==> config.mk <==
export PLATFORM = sky130hd
export DESIGN_NAME = pcfg_master
export DESIGN_NICKNAME = d
export VERILOG_FILES = /design/src/rtl/pcfg_pkg.sv /design/src/rtl/pcfg_dpath.sv /design/src/rtl/pcfg_ctrl.sv /design/src/rtl/pcfg_master.sv
export SDC_FILE = /design/constraint.sdc
export NUM_CORES = 1
export LEC_CHECK = 0
export BUFFER_PORTS_ARGS = -buffer_cell sky130_fd_sc_hd__buf_2
export CAP_MARGIN = 15
export CORE_UTILIZATION = 30
export DETAILED_ROUTE_END_ITERATION = 7
export SYNTH_ARGS = -nofsm -noshare
export SYNTH_HDL_FRONTEND = slang
export SYNTH_SLANG_ARGS = --single-unit
==> constraint.sdc <==
create_clock -name clk -period 3.9 [get_ports clk]
set_clock_uncertainty 0.15 [all_clocks]
set_input_delay 0.195 -clock clk [delete_from_list [all_inputs] [get_ports clk]]
set_output_delay 0.195 -clock clk [all_outputs]
set_load 0.05 [all_outputs]
==> src/rtl/pcfg_pkg.sv <==
package pcfg_pkg;

  typedef enum logic [1:0] {
    STAT_IDLE = 2'd0,
    STAT_RUN  = 2'd1,
    STAT_OK   = 2'd2,
    STAT_ERR  = 2'd3
  } statE;

  typedef enum logic [1:0] {
    FC_NONE  = 2'd0,
    FC_READY = 2'd1,
    FC_BUSY  = 2'd2,
    FC_DONE  = 2'd3
  } failE;

  // control-to-datapath strobes
  typedef struct packed {
    logic stepClr;
    logic waitClr;
    logic cntLoad;
    logic cntDec;
    logic takeByte;
    logic sampleByte;
  } strobeS;

endpackage

==> src/rtl/pcfg_dpath.sv <==
module pcfg_dpath
  import pcfg_pkg::*;
#(
  parameter int DATA_W  = 8,
  parameter int CNT_W   = 16,
  parameter int STEP_W  = 4,
  parameter int TIMEOUT = 1000,
  parameter int WAIT_W  = 10
) (
  input  logic              clk,
  input  logic              rstN,
  input  strobeS            stb,
  input  logic [CNT_W-1:0]  cntInit,
  input  logic [DATA_W-1:0] streamData,
  input  logic [DATA_W-1:0] cfgDin,
  output logic [STEP_W-1:0] stepCnt,
  output logic              cntZero,
  output logic              waitExpired,
  output logic [DATA_W-1:0] cfgDout,
  output logic [DATA_W-1:0] rbData,
  output logic              rbValid
);

  localparam logic [WAIT_W-1:0] WAIT_LIMIT = WAIT_W'(TIMEOUT);

  logic [WAIT_W-1:0] waitCnt;
  logic [CNT_W-1:0]  remaining;

  always_ff @(posedge clk or negedge rstN) begin
    if (!rstN)                stepCnt <= '0;
    else if (stb.stepClr)     stepCnt <= '0;
    else if (stepCnt != '1)   stepCnt <= stepCnt + 1'b1;
  end

  always_ff @(posedge clk or negedge rstN) begin
    if (!rstN)                      waitCnt <= '0;
    else if (stb.waitClr)           waitCnt <= '0;
    else if (waitCnt < WAIT_LIMIT)  waitCnt <= waitCnt + 1'b1;
  end

  assign waitExpired = (waitCnt == WAIT_LIMIT);

  always_ff @(posedge clk or negedge rstN) begin
    if (!rstN)                              remaining <= '0;
    else if (stb.cntLoad)                   remaining <= cntInit;
    else if (stb.cntDec && remaining != '0) remaining <= remaining - 1'b1;
  end

  assign cntZero = (remaining == '0);

  always_ff @(posedge clk or negedge rstN) begin
    if (!rstN) begin
      cfgDout <= '0;
      rbData  <= '0;
      rbValid <= 1'b0;
    end else begin
      if (stb.takeByte)   cfgDout <= streamData;
      if (stb.sampleByte) rbData  <= cfgDin;
      rbValid <= stb.sampleByte;
    end
  end


  no_underrun_chk: assert property (@(posedge clk) disable iff (!rstN)
    stb.cntDec |-> !cntZero);


  wait_sat_chk: assert property (@(posedge clk) disable iff (!rstN)
    ($past(waitExpired) && !$past(stb.waitClr)) |-> waitExpired);

endmodule

==> src/rtl/pcfg_ctrl.sv <==
module pcfg_ctrl
  import pcfg_pkg::*;
#(
  parameter int HALF_CYC   = 2,
  parameter int PROG_HOLD  = 64,
  parameter int BUSY_CHECK = 1,
  parameter int STEP_W     = 7
) (
  input  logic              clk,
  input  logic              rstN,
  input  logic              start,
  input  logic              readMode,
  input  logic              tgtInit,
  input  logic              tgtBusy,
  input  logic              tgtDone,
  input  logic              inValid,
  input  logic [STEP_W-1:0] stepCnt,
  input  logic              cntZero,
  input  logic              waitExpired,
  output strobeS            stb,
  output logic              progOut,
  output logic              selOut,
  output logic              wrOut,
  output logic              cfgClk,
  output logic              inReady,
  output logic              abortOut,
  output statE              status,
  output failE              failCode
);

  localparam logic [STEP_W-1:0] HALF_LAST = STEP_W'(HALF_CYC - 1);
  localparam logic [STEP_W-1:0] HOLD_LAST = STEP_W'(PROG_HOLD - 1);
  localparam bit               CHECK_BSY = (BUSY_CHECK != 0);

  typedef enum logic [4:0] {
    S_IDLE, S_PROG, S_RDY, S_SETUP, S_WAITB, S_DLOW, S_DHIGH,
    S_BLOW, S_BHIGH, S_DESEL, S_DCHK, S_DLOW2, S_DHIGH2,
    S_RBSEL, S_RBLOW, S_RBHIGH, S_RBOFF, S_TLOW, S_THIGH
  } stateE;

  stateE state, nxt;
  logic  finOk, finErr, hpEnd;
  failE  errCode;

  assign hpEnd = (stepCnt == HALF_LAST);

  always_comb begin
    nxt     = state;
    stb     = '0;
    finOk   = 1'b0;
    finErr  = 1'b0;
    errCode = FC_NONE;
    case (state)
      S_IDLE: if (start) begin
        stb.cntLoad = 1'b1;
        nxt = readMode ? S_RBSEL : S_PROG;
      end
      S_PROG: if (stepCnt == HOLD_LAST) begin
        stb.waitClr = 1'b1;
        nxt = S_RDY;
      end
      S_RDY: begin
        if (tgtInit && !tgtBusy) nxt = S_SETUP;
        else if (waitExpired) begin finErr = 1'b1; errCode = FC_READY; end
      end
      S_SETUP: nxt = cntZero ? S_DESEL : S_WAITB;
      S_WAITB: if (inValid) begin
        stb.takeByte = 1'b1;
        nxt = S_DLOW;
      end
      S_DLOW: if (hpEnd) begin
        stb.cntDec = 1'b1;
        nxt = S_DHIGH;
      end
      S_DHIGH: if (hpEnd) begin
        if (CHECK_BSY && tgtBusy) begin
          stb.waitClr = 1'b1;
          nxt = S_BLOW;
        end else nxt = cntZero ? S_DESEL : S_WAITB;
      end
      S_BLOW: if (hpEnd) nxt = S_BHIGH;
      S_BHIGH: if (hpEnd) begin
        if (!tgtBusy) nxt = cntZero ? S_DESEL : S_WAITB;
        else if (waitExpired) begin finErr = 1'b1; errCode = FC_BUSY; end
        else nxt = S_BLOW;
      end
      S_DESEL: begin
        stb.waitClr = 1'b1;
        nxt = S_DCHK;
      end
      S_DCHK: begin
        if (tgtDone) finOk = 1'b1;
        else if (waitExpired) begin finErr = 1'b1; errCode = FC_DONE; end
        else nxt = S_DLOW2;
      end
      S_DLOW2:  if (hpEnd) nxt = S_DHIGH2;
      S_DHIGH2: if (hpEnd) nxt = S_DCHK;
      S_RBSEL:  nxt = cntZero ? S_RBOFF : S_RBLOW;
      S_RBLOW: if (hpEnd) begin
        stb.cntDec = 1'b1;
        nxt = S_RBHIGH;
      end
      S_RBHIGH: if (hpEnd) begin
        stb.sampleByte = 1'b1;
        nxt = cntZero ? S_RBOFF : S_RBLOW;
      end
      S_RBOFF: if (hpEnd) nxt = S_TLOW;
      S_TLOW:  if (hpEnd) nxt = S_THIGH;
      S_THIGH: if (hpEnd) finOk = 1'b1;
      default: nxt = S_IDLE;
    endcase
    if (finOk || finErr) nxt = S_IDLE;
    stb.stepClr = (nxt != state);
  end

  always_ff @(posedge clk or negedge rstN) begin
    if (!rstN) begin
      state    <= S_IDLE;
      status   <= STAT_IDLE;
      failCode <= FC_NONE;
      abortOut <= 1'b0;
    end else begin
      state    <= nxt;
      abortOut <= finErr;
      if (state == S_IDLE && start) begin
        status   <= STAT_RUN;
        failCode <= FC_NONE;
      end else if (finOk) begin
        status   <= STAT_OK;
      end else if (finErr) begin
        status   <= STAT_ERR;
        failCode <= errCode;
      end
    end
  end

  // Moore decode of the port lines
  always_comb begin
    progOut = (state == S_PROG);
    selOut  = (state inside {S_SETUP, S_WAITB, S_DLOW, S_DHIGH, S_BLOW,
                             S_BHIGH, S_RBSEL, S_RBLOW, S_RBHIGH});
    wrOut   = (state inside {S_SETUP, S_WAITB, S_DLOW, S_DHIGH, S_BLOW,
                             S_BHIGH, S_DESEL});
    cfgClk  = !(state inside {S_DLOW, S_BLOW, S_DLOW2, S_RBLOW, S_TLOW});
    inReady = (state == S_WAITB);
  end

  // ---- checker state for the assertions below ----
  logic              clkPrev;
  logic [STEP_W-1:0] levelCnt;
  logic [STEP_W-1:0] progCnt;

  always_ff @(posedge clk or negedge rstN) begin
    if (!rstN) begin
      clkPrev  <= 1'b1;
      levelCnt <= HALF_LAST;
      progCnt  <= '0;
    end else begin
      clkPrev <= cfgClk;
      if (cfgClk != clkPrev)   levelCnt <= '0;
      else if (levelCnt != '1) levelCnt <= levelCnt + 1'b1;
      if (!progOut)            progCnt <= '0;
      else if (progCnt != '1)  progCnt <= progCnt + 1'b1;
    end
  end


  clk_level_chk: assert property (@(posedge clk) disable iff (!rstN)
    (cfgClk != clkPrev) |-> (levelCnt >= HALF_LAST));


  prog_width_chk: assert property (@(posedge clk) disable iff (!rstN)
    $fell(progOut) |-> (progCnt == STEP_W'(PROG_HOLD)));


  desel_order_chk: assert property (@(posedge clk) disable iff (!rstN)
    ($fell(wrOut) && !abortOut) |-> ($past(selOut) == 1'b0));


  abort_from_run_chk: assert property (@(posedge clk) disable iff (!rstN)
    $rose(abortOut) |-> ($past(status) == STAT_RUN));

endmodule

==> src/rtl/pcfg_master.sv <==
module pcfg_master
  import pcfg_pkg::*;
#(
  parameter int DATA_W     = 8,
  parameter int CNT_W      = 20,
  parameter int HALF_CYC   = 2,
  parameter int PROG_HOLD  = 64,
  parameter int TIMEOUT    = 1000000,
  parameter int BUSY_CHECK = 1
) (
  input  logic              clk,
  input  logic              rstN,
  input  logic              start,
  input  logic              readMode,
  input  logic [CNT_W-1:0]  byteCount,
  input  logic              inValid,
  input  logic [DATA_W-1:0] inData,
  output logic              inReady,
  output logic              progOut,
  input  logic              tgtInit,
  input  logic              tgtBusy,
  input  logic              tgtDone,
  output logic              selOut,
  output logic              wrOut,
  output logic              cfgClk,
  output logic [DATA_W-1:0] cfgDout,
  input  logic [DATA_W-1:0] cfgDin,
  output logic              rbValid,
  output logic [DATA_W-1:0] rbData,
  output logic              abortOut,
  output logic [1:0]        status,
  output logic [1:0]        failCode
);

  localparam int STEP_MAX = (HALF_CYC > PROG_HOLD) ? HALF_CYC : PROG_HOLD;
  localparam int STEP_W   = $clog2(STEP_MAX + 1) + 1;
  localparam int WAIT_W   = $clog2(TIMEOUT + 1);

  strobeS            stb;
  logic [STEP_W-1:0] stepCnt;
  logic              cntZero, waitExpired;
  statE              statusE;
  failE              failE_q;

  pcfg_ctrl #(
    .HALF_CYC(HALF_CYC), .PROG_HOLD(PROG_HOLD),
    .BUSY_CHECK(BUSY_CHECK), .STEP_W(STEP_W)
  ) i_ctrl (
    .clk(clk), .rstN(rstN), .start(start), .readMode(readMode),
    .tgtInit(tgtInit), .tgtBusy(tgtBusy), .tgtDone(tgtDone),
    .inValid(inValid), .stepCnt(stepCnt), .cntZero(cntZero),
    .waitExpired(waitExpired), .stb(stb), .progOut(progOut),
    .selOut(selOut), .wrOut(wrOut), .cfgClk(cfgClk), .inReady(inReady),
    .abortOut(abortOut), .status(statusE), .failCode(failE_q)
  );

  pcfg_dpath #(
    .DATA_W(DATA_W), .CNT_W(CNT_W), .STEP_W(STEP_W),
    .TIMEOUT(TIMEOUT), .WAIT_W(WAIT_W)
  ) i_dpath (
    .clk(clk), .rstN(rstN), .stb(stb), .cntInit(byteCount),
    .streamData(inData), .cfgDin(cfgDin), .stepCnt(stepCnt),
    .cntZero(cntZero), .waitExpired(waitExpired), .cfgDout(cfgDout),
    .rbData(rbData), .rbValid(rbValid)
  );

  assign status   = statusE;
  assign failCode = failE_q;


  data_hold_chk: assert property (@(posedge clk) disable iff (!rstN)
    ($rose(cfgClk) && selOut && wrOut) |-> $stable(cfgDout));


  ready_window_chk: assert property (@(posedge clk) disable iff (!rstN)
    inReady |-> (selOut && wrOut && cfgClk));


  rb_no_write_chk: assert property (@(posedge clk) disable iff (!rstN)
    rbValid |-> !wrOut);

endmodule

-- Word-level counts from Yosys, hierarchy flattened
Cells that the tools add are included.
- register bits after elaboration: 75
- input port bits: 44
- output and inout port bits: 27
- word-level logic and storage cells: 120
- add/subtract/negate cells: 3
- $lt $le $gt $ge: 1
- equal/unequal tests: 24
- mux-type cells: 63
- reductions and logical operators: 19
- operator list (cell ; count):
    two-way mux 5 bit ; 21
    case mux 5 bit (19 select lines) ; 1
    two-way mux 20 bit ; 4
    equality test 5 x 4 -> 1 bit (second input constant) ; 8
    two-way mux 2 bit ; 12
    adder 20 x 1 -> 20 bit (second input constant) ; 1
    equality test 20 bit (second input constant) ; 1
    equality test 5 x 3 -> 1 bit (second input constant) ; 4
    zero test 20 bit ; 1
    < comparator 20 bit (second input constant) ; 1
    nonzero test 20 bit ; 1
    subtractor 20 x 1 -> 20 bit (second input constant) ; 1
    two-way mux 1 bit ; 17
    two-way mux 8 bit ; 2
    equality test 5 bit (second input constant) ; 3
    equality test 5 x 2 -> 1 bit (second input constant) ; 2
    nonzero test 9 bit ; 1
    adder 8 x 1 -> 8 bit (second input constant) ; 1
    equality test 8 x 1 -> 1 bit (second input constant) ; 1
    equality test 8 x 6 -> 1 bit (second input constant) ; 1
    two-way mux 4 bit ; 2
    != test 8 bit (second input constant) ; 1
    nonzero test 2 bit ; 4
    nonzero test 7 bit ; 1
    14 further kinds ; 18

-- Longest topological paths before layout
- word-level depth: 9
- mapped depth: 12
- depth with buffers taken out: 10

-- Hierarchy
From an unflattened synthesis, not the netlist that was laid out.
- cell total of the unflattened synthesis: 528
- area, all modules: 4685.7 um2
- modules (own cells, without submodules) (module ; times used ; cells each ; area each (um2) ; sequential area each (um2)):
    pcfg_dpath ; 1 ; 339 ; 3345.7 ; 1626.6
    pcfg_ctrl ; 1 ; 189 ; 1340.0 ; 250.2

-- Least setup slack after synthesis
OpenSTA, ideal clock, no wires.
- kind: register -> register
- start: register i_dpath.remaining[0]
- end: register i_dpath.stepCnt[4]
- setup time: 0.081 ns
- data arrival time: 2.886 ns
- data required time: 3.669 ns
- path slack: 0.783 ns
- cell stages (with the launch flop): 12
- buffers on the path: 1
- clock period less this slack: 3.117 ns
- cell sequence: dfrtp_1 inv_1 ha_1 or3b_2 or4_4 buf_6 or2_1 o32ai_2 a31oi_2 xnor2_2 o2111ai_4 nor3_2
- word-level cells in the longest chain between the ends: 8
- elaborated cells on any way between the ends: 13
- classes of those cells: eq/ne (1); mux (10); reduce/logical (2)
- ends and longest elaborated chain (element ; line ; text):
    from (decl) ; pcfg_dpath.sv:27 ; logic [CNT_W-1:0] remaining;
    from (signal assigned) ; pcfg_dpath.sv:45 ; else if (stb.cntLoad) remaining <= cntInit;
    from (signal assigned) ; pcfg_dpath.sv:46 ; else if (stb.cntDec && remaining != '0) remaining <= remaining - 1'b1;
    zero test 20 bit * ; pcfg_dpath.sv:49 ; assign cntZero = (remaining == '0);
    two-way mux 4 bit ; pcfg_ctrl.sv:66, pcfg_ctrl.sv:79, pcfg_ctrl.sv:83 ;
    two-way mux 5 bit, on equally long branches ; pcfg_ctrl.sv:83, pcfg_ctrl.sv:76 ;
    two-way mux 5 bit, on equally long branches ; pcfg_ctrl.sv:82, pcfg_ctrl.sv:75 ;
    case mux 5 bit (19 select lines) * ; pcfg_ctrl.sv:53 ; case (state)
    two-way mux 5 bit * ; pcfg_ctrl.sv:112 ; if (finOk || finErr) nxt = S_IDLE;
    net i_ctrl.nxt[3] ; pcfg_ctrl.sv:41 ; stateE state, nxt;
    != test 5 bit * ; pcfg_ctrl.sv:113 ; stb.stepClr = (nxt != state);
    two-way mux 8 bit / nonzero test 2 bit (equally long branches) ; -- ;
    to (signal assigned) ; pcfg_dpath.sv:32 ; else if (stepCnt != '1) stepCnt <= stepCnt + 1'b1;
    to (decl) ; pcfg_dpath.sv:16 ; output logic [STEP_W-1:0] stepCnt,
Mark *: on every way through the listed nets, which the timed path passes. The rest lies on a longest branch.
A chain may end at the register's enable or synchronous reset.

-- Worst setup path after layout
- start: register i_dpath.remaining[0]
- end: register i_dpath.stepCnt[7]
- elaborated cells on any way between the ends: 13
- classes of those cells: eq/ne (1); mux (10); reduce/logical (2)
- RTL lines (element ; line ; text):
    zero test 20 bit * ; pcfg_dpath.sv:49 ;
    two-way mux 5 bit * ; pcfg_ctrl.sv:98, pcfg_ctrl.sv:105 ;
    two-way mux 5 bit ; pcfg_ctrl.sv:103 ; S_RBHIGH: if (hpEnd) begin
    case mux 5 bit (19 select lines) * ; pcfg_ctrl.sv:53 ;
    two-way mux 5 bit * ; pcfg_ctrl.sv:112 ;
    net i_ctrl.nxt[1] ; pcfg_ctrl.sv:41 ;
    != test 5 bit * ; pcfg_ctrl.sv:113 ;
    two-way mux 8 bit / nonzero test 2 bit (equally long branches) ; -- ;
Marked as above.

==> metrics <==
Comb pwr share 47.1%; area of the multi-input gates 0.002462 mm2; Final Cycle Share 84.70%; Die W 124.3 um; TNS Setup 0 ns; gp weighted congestion 0.9554; WL final 11.91 mm; Power Dens Cells 737.8 mW/mm2; simple logic cell fraction of the synthesized area 25.32%; final-report hold violation count 0; CTS tree done; Net Sw Frac 44.14%; Synth Register Bits 75; syn_nets 550; floorplan row count 44; FMAX 0.3027 GHz; Leakage 2.524 nW; share of cells above drive strength 1 22.02%; CP required 3.96 ns; Via density 5.252; RSZ-0062 raised after global routing no; Area Overhead vs Synth 29.25%; first-pass GRT wire length 20.29 mm; Peak VDD IR 0.4213 mV; drt drc 0; vias in the first global route 4204; largest net degree at the start of global routing 76; # Post-CTS Setup Buffers 0; Sw Pwr 1.889 mW; Sequential Area 0.001877 mm2; Tmin final 3.303 ns; xor-xnor portion of the synthesized cell area 7.585%; Worst R2R Path Depth 10; clock slew at reported path FFs 0.06 ns; critical path class register to register; WL/cell 14.93 um; Worst Hold Path Cells 4; grt ovf 0; Global Route Usage Sum 15.94%; clk sinks 75; Filler cells 1412; Setup crit end kind register; PortBufs 70; ys async rst share 100.0%; worst min path class input port to register; DPL Wire Length 8.191 mm; initial antenna violation count 1; clock tree buffer depth 2; Detail Route Antenna Nets 0; Max Transition Viols Final 0; mux cell area share after synthesis 4.490%; H-tree levels 3; Synth Area in Adders 1.394%; sequential-to-total area share from yosys stat 41.83%; Synth Instances 501; die area 0.01545 mm2; Die Span Y 124.3 um; P_int 2.390 mW; CORE AREA 0.01459 mm2; Tot Pwr 4.279 mW; Detailed Routing Iterations Pass 1 5; Slew headroom 36.51%; Final setup viols 0; Layout Nets 657; largest family of logic cells by synthesized area simple AND/OR/NAND/NOR gates; Ys Warns 0; compound-cell area share of the yosys netlist 16.09%; status finished, final reports clean; Initial DRC Count 366; Root Buffer clkbuf_16; crit path max fanout 9; min-delay src tgtDone; Reg power frac 29.6%; Clock power frac 23.3%; worst r2r src i_dpath.remaining[0]; slew at the pin closest to its max-slew limit 0.9524 ns; max cap viols 0; Worst-Skew Late Latency 0.34 ns; Initial Util 30.75%; synthesized area 0.004487 mm2; Via Count 4191; final hold slack 0.07692 ns; Synth Area per Inst 8.956 um2; number of flops mapped to enable cells by yosys 0; crit path DAT 3.36 ns; num ports 71; Setup crit start i_dpath.remaining[0]; CP Launch Type register; Inserted Clock Buffers 9; ys flop type dfrtp_1; synth unique cells 70
stage by stage:
| step | util, % | setup WS, ns | instance area, um2 | cells |
|---|---|---|---|---|
| CTS | 39.73 | 0.6184 | 5797 | 797 |
| finish | 39.75 | 0.5966 | 5799 | 798 |
| global placement | 34.74 | 0.7077 | 5069 | 744 |
| global route | 39.73 | 0.2803 | 5797 | 797 |
| detailed placement | 34.74 | 0.6264 | 5069 | 744 |
| floorplan | - | 0.7831 | 4487 | 501 |
worst max-delay path, cell delays in order, from the launching register on:
cell	delay [ns]
dfrtp_1	0.39
inv_1	0.10
ha_1	0.18
or3b_2	0.49
or4_4	0.57
nor2_1	0.27
a21oi_1	0.13
a2111oi_2	0.28
a21oi_1	0.19
o2111ai_4	0.35
nor2_1	0.09
cell families after synthesis:
family,Yosys count
buf+inv,36
fa+ha+maj,5
mux,18
compound gates,106
flops,75
simple gates,223
xor+xnor,38
registers in the layout (all words and copies together) (netlist names):
name / flops
i_dpath.cfgDout: 8
i_dpath.waitCnt: 20
i_dpath.rbValid: 1
i_ctrl.status: 2
i_ctrl.failCode: 2
i_ctrl.abortOut: 1
i_dpath.remaining: 20
i_ctrl.state: 5
i_dpath.stepCnt: 8
i_dpath.rbData: 8
path summary, 6_finish.rpt:
check / end / slack [ns]
max: i_dpath.stepCnt[7] / 0.60
min: i_ctrl.failCode[0] / 0.08
max reg2reg: i_dpath.stepCnt[7] / 0.60
min reg2reg: i_dpath.waitCnt[19] / 0.33
max in group asynchronous: i_ctrl.state[3] / 2.58
min in group asynchronous: i_dpath.remaining[12] / 0.37
what timing repair did:
item | CTS | global route
hold buffers | 37 | 0
endpoints found under the hold margin | 111 | 0
resized for setup | 0 | 0
cells in the mapped netlist, drive strengths merged, types with 3 or more instances:
cell type	count	area, um2
a21oi	24	120.1
o22ai	5	31.28
nand4	7	43.79
nor2	64	240.2
nor4b	3	32.53
a31oi	7	50.05
buf	5	31.28
and3	13	81.33
nor4	7	56.30
nor3	17	95.09
inv	11	41.29
mux2	17	191.4
xnor2	16	147.7
o31ai	3	22.52
or4	7	60.06
dfrtp	75	1877
nor2b	5	31.28
o21ai	33	168.9
nor3b	6	45.04
clkbuf	20	75.07
ha	5	62.56
a211oi	5	47.54
o211ai	3	22.52
nand3	23	115.1
xor2	22	192.7
o41ai	3	26.28
nand2	53	198.9
nand2b	3	18.77
layout make-up:
| class | instances | share of cell area [%] |
|---|---|---|
| inverter | 11 | 0.7120 |
| timing repair buffer | 121 | 14.28 |
| clock inverter | 6 | 2.050 |
| antenna | 1 | 0.04315 |
| multi-input combinational | 390 | 42.46 |
| tap | 184 | 3.970 |
| clock buffer | 10 | 4.121 |
| sequential | 75 | 32.36 |
power by group through the flow:
stage / combinational [mW] / sequential (mW) / clock (mW)
2_1_floorplan: 1.27 / 1.47 / 0
3_3_place_gp: 1.95 / 1.26 / 0
3_5_place_dp: 1.97 / 1.27 / 0
4_1_cts: 2.01 / 1.26 / 1.02
5_1_grt: 2.21 / 1.31 / 1.04
6_report: 2.02 / 1.26 / 0.998
cell usage in the layout (no fill, tap or decap), drive strengths merged, types with 3 or more instances in the layout:
master | synthesis | final
bufinv | 0 | 3
nor4 | 7 | 7
o22ai | 5 | 5
nor4b | 3 | 3
nand3 | 23 | 23
a31oi | 7 | 7
inv | 11 | 14
dlygate4sd3 | 0 | 37
mux2 | 17 | 17
a211oi | 5 | 5
nor2b | 5 | 5
o31ai | 3 | 3
xnor2 | 16 | 16
o211ai | 3 | 3
nor3b | 6 | 6
ha | 5 | 5
and3 | 13 | 13
or4 | 7 | 7
a21oi | 24 | 24
o41ai | 3 | 3
nor3 | 17 | 17
nand2b | 3 | 3
o21ai | 33 | 33
dfrtp | 75 | 75
nand4 | 7 | 7
nor2 | 64 | 64
buf | 5 | 84
clkbuf | 20 | 10
nand2 | 53 | 53
xor2 | 22 | 22
layer usage:
layer	track usage [%]	vias to the layer above	part of all wire [%]
li1	-	2024	-
met5	0	-	0
met2	26.36	158	49
met1	20.28	1993	43
met4	5.103	0	1.5
met3	4.038	16	6.7
(Power assumes the default switching activity.)
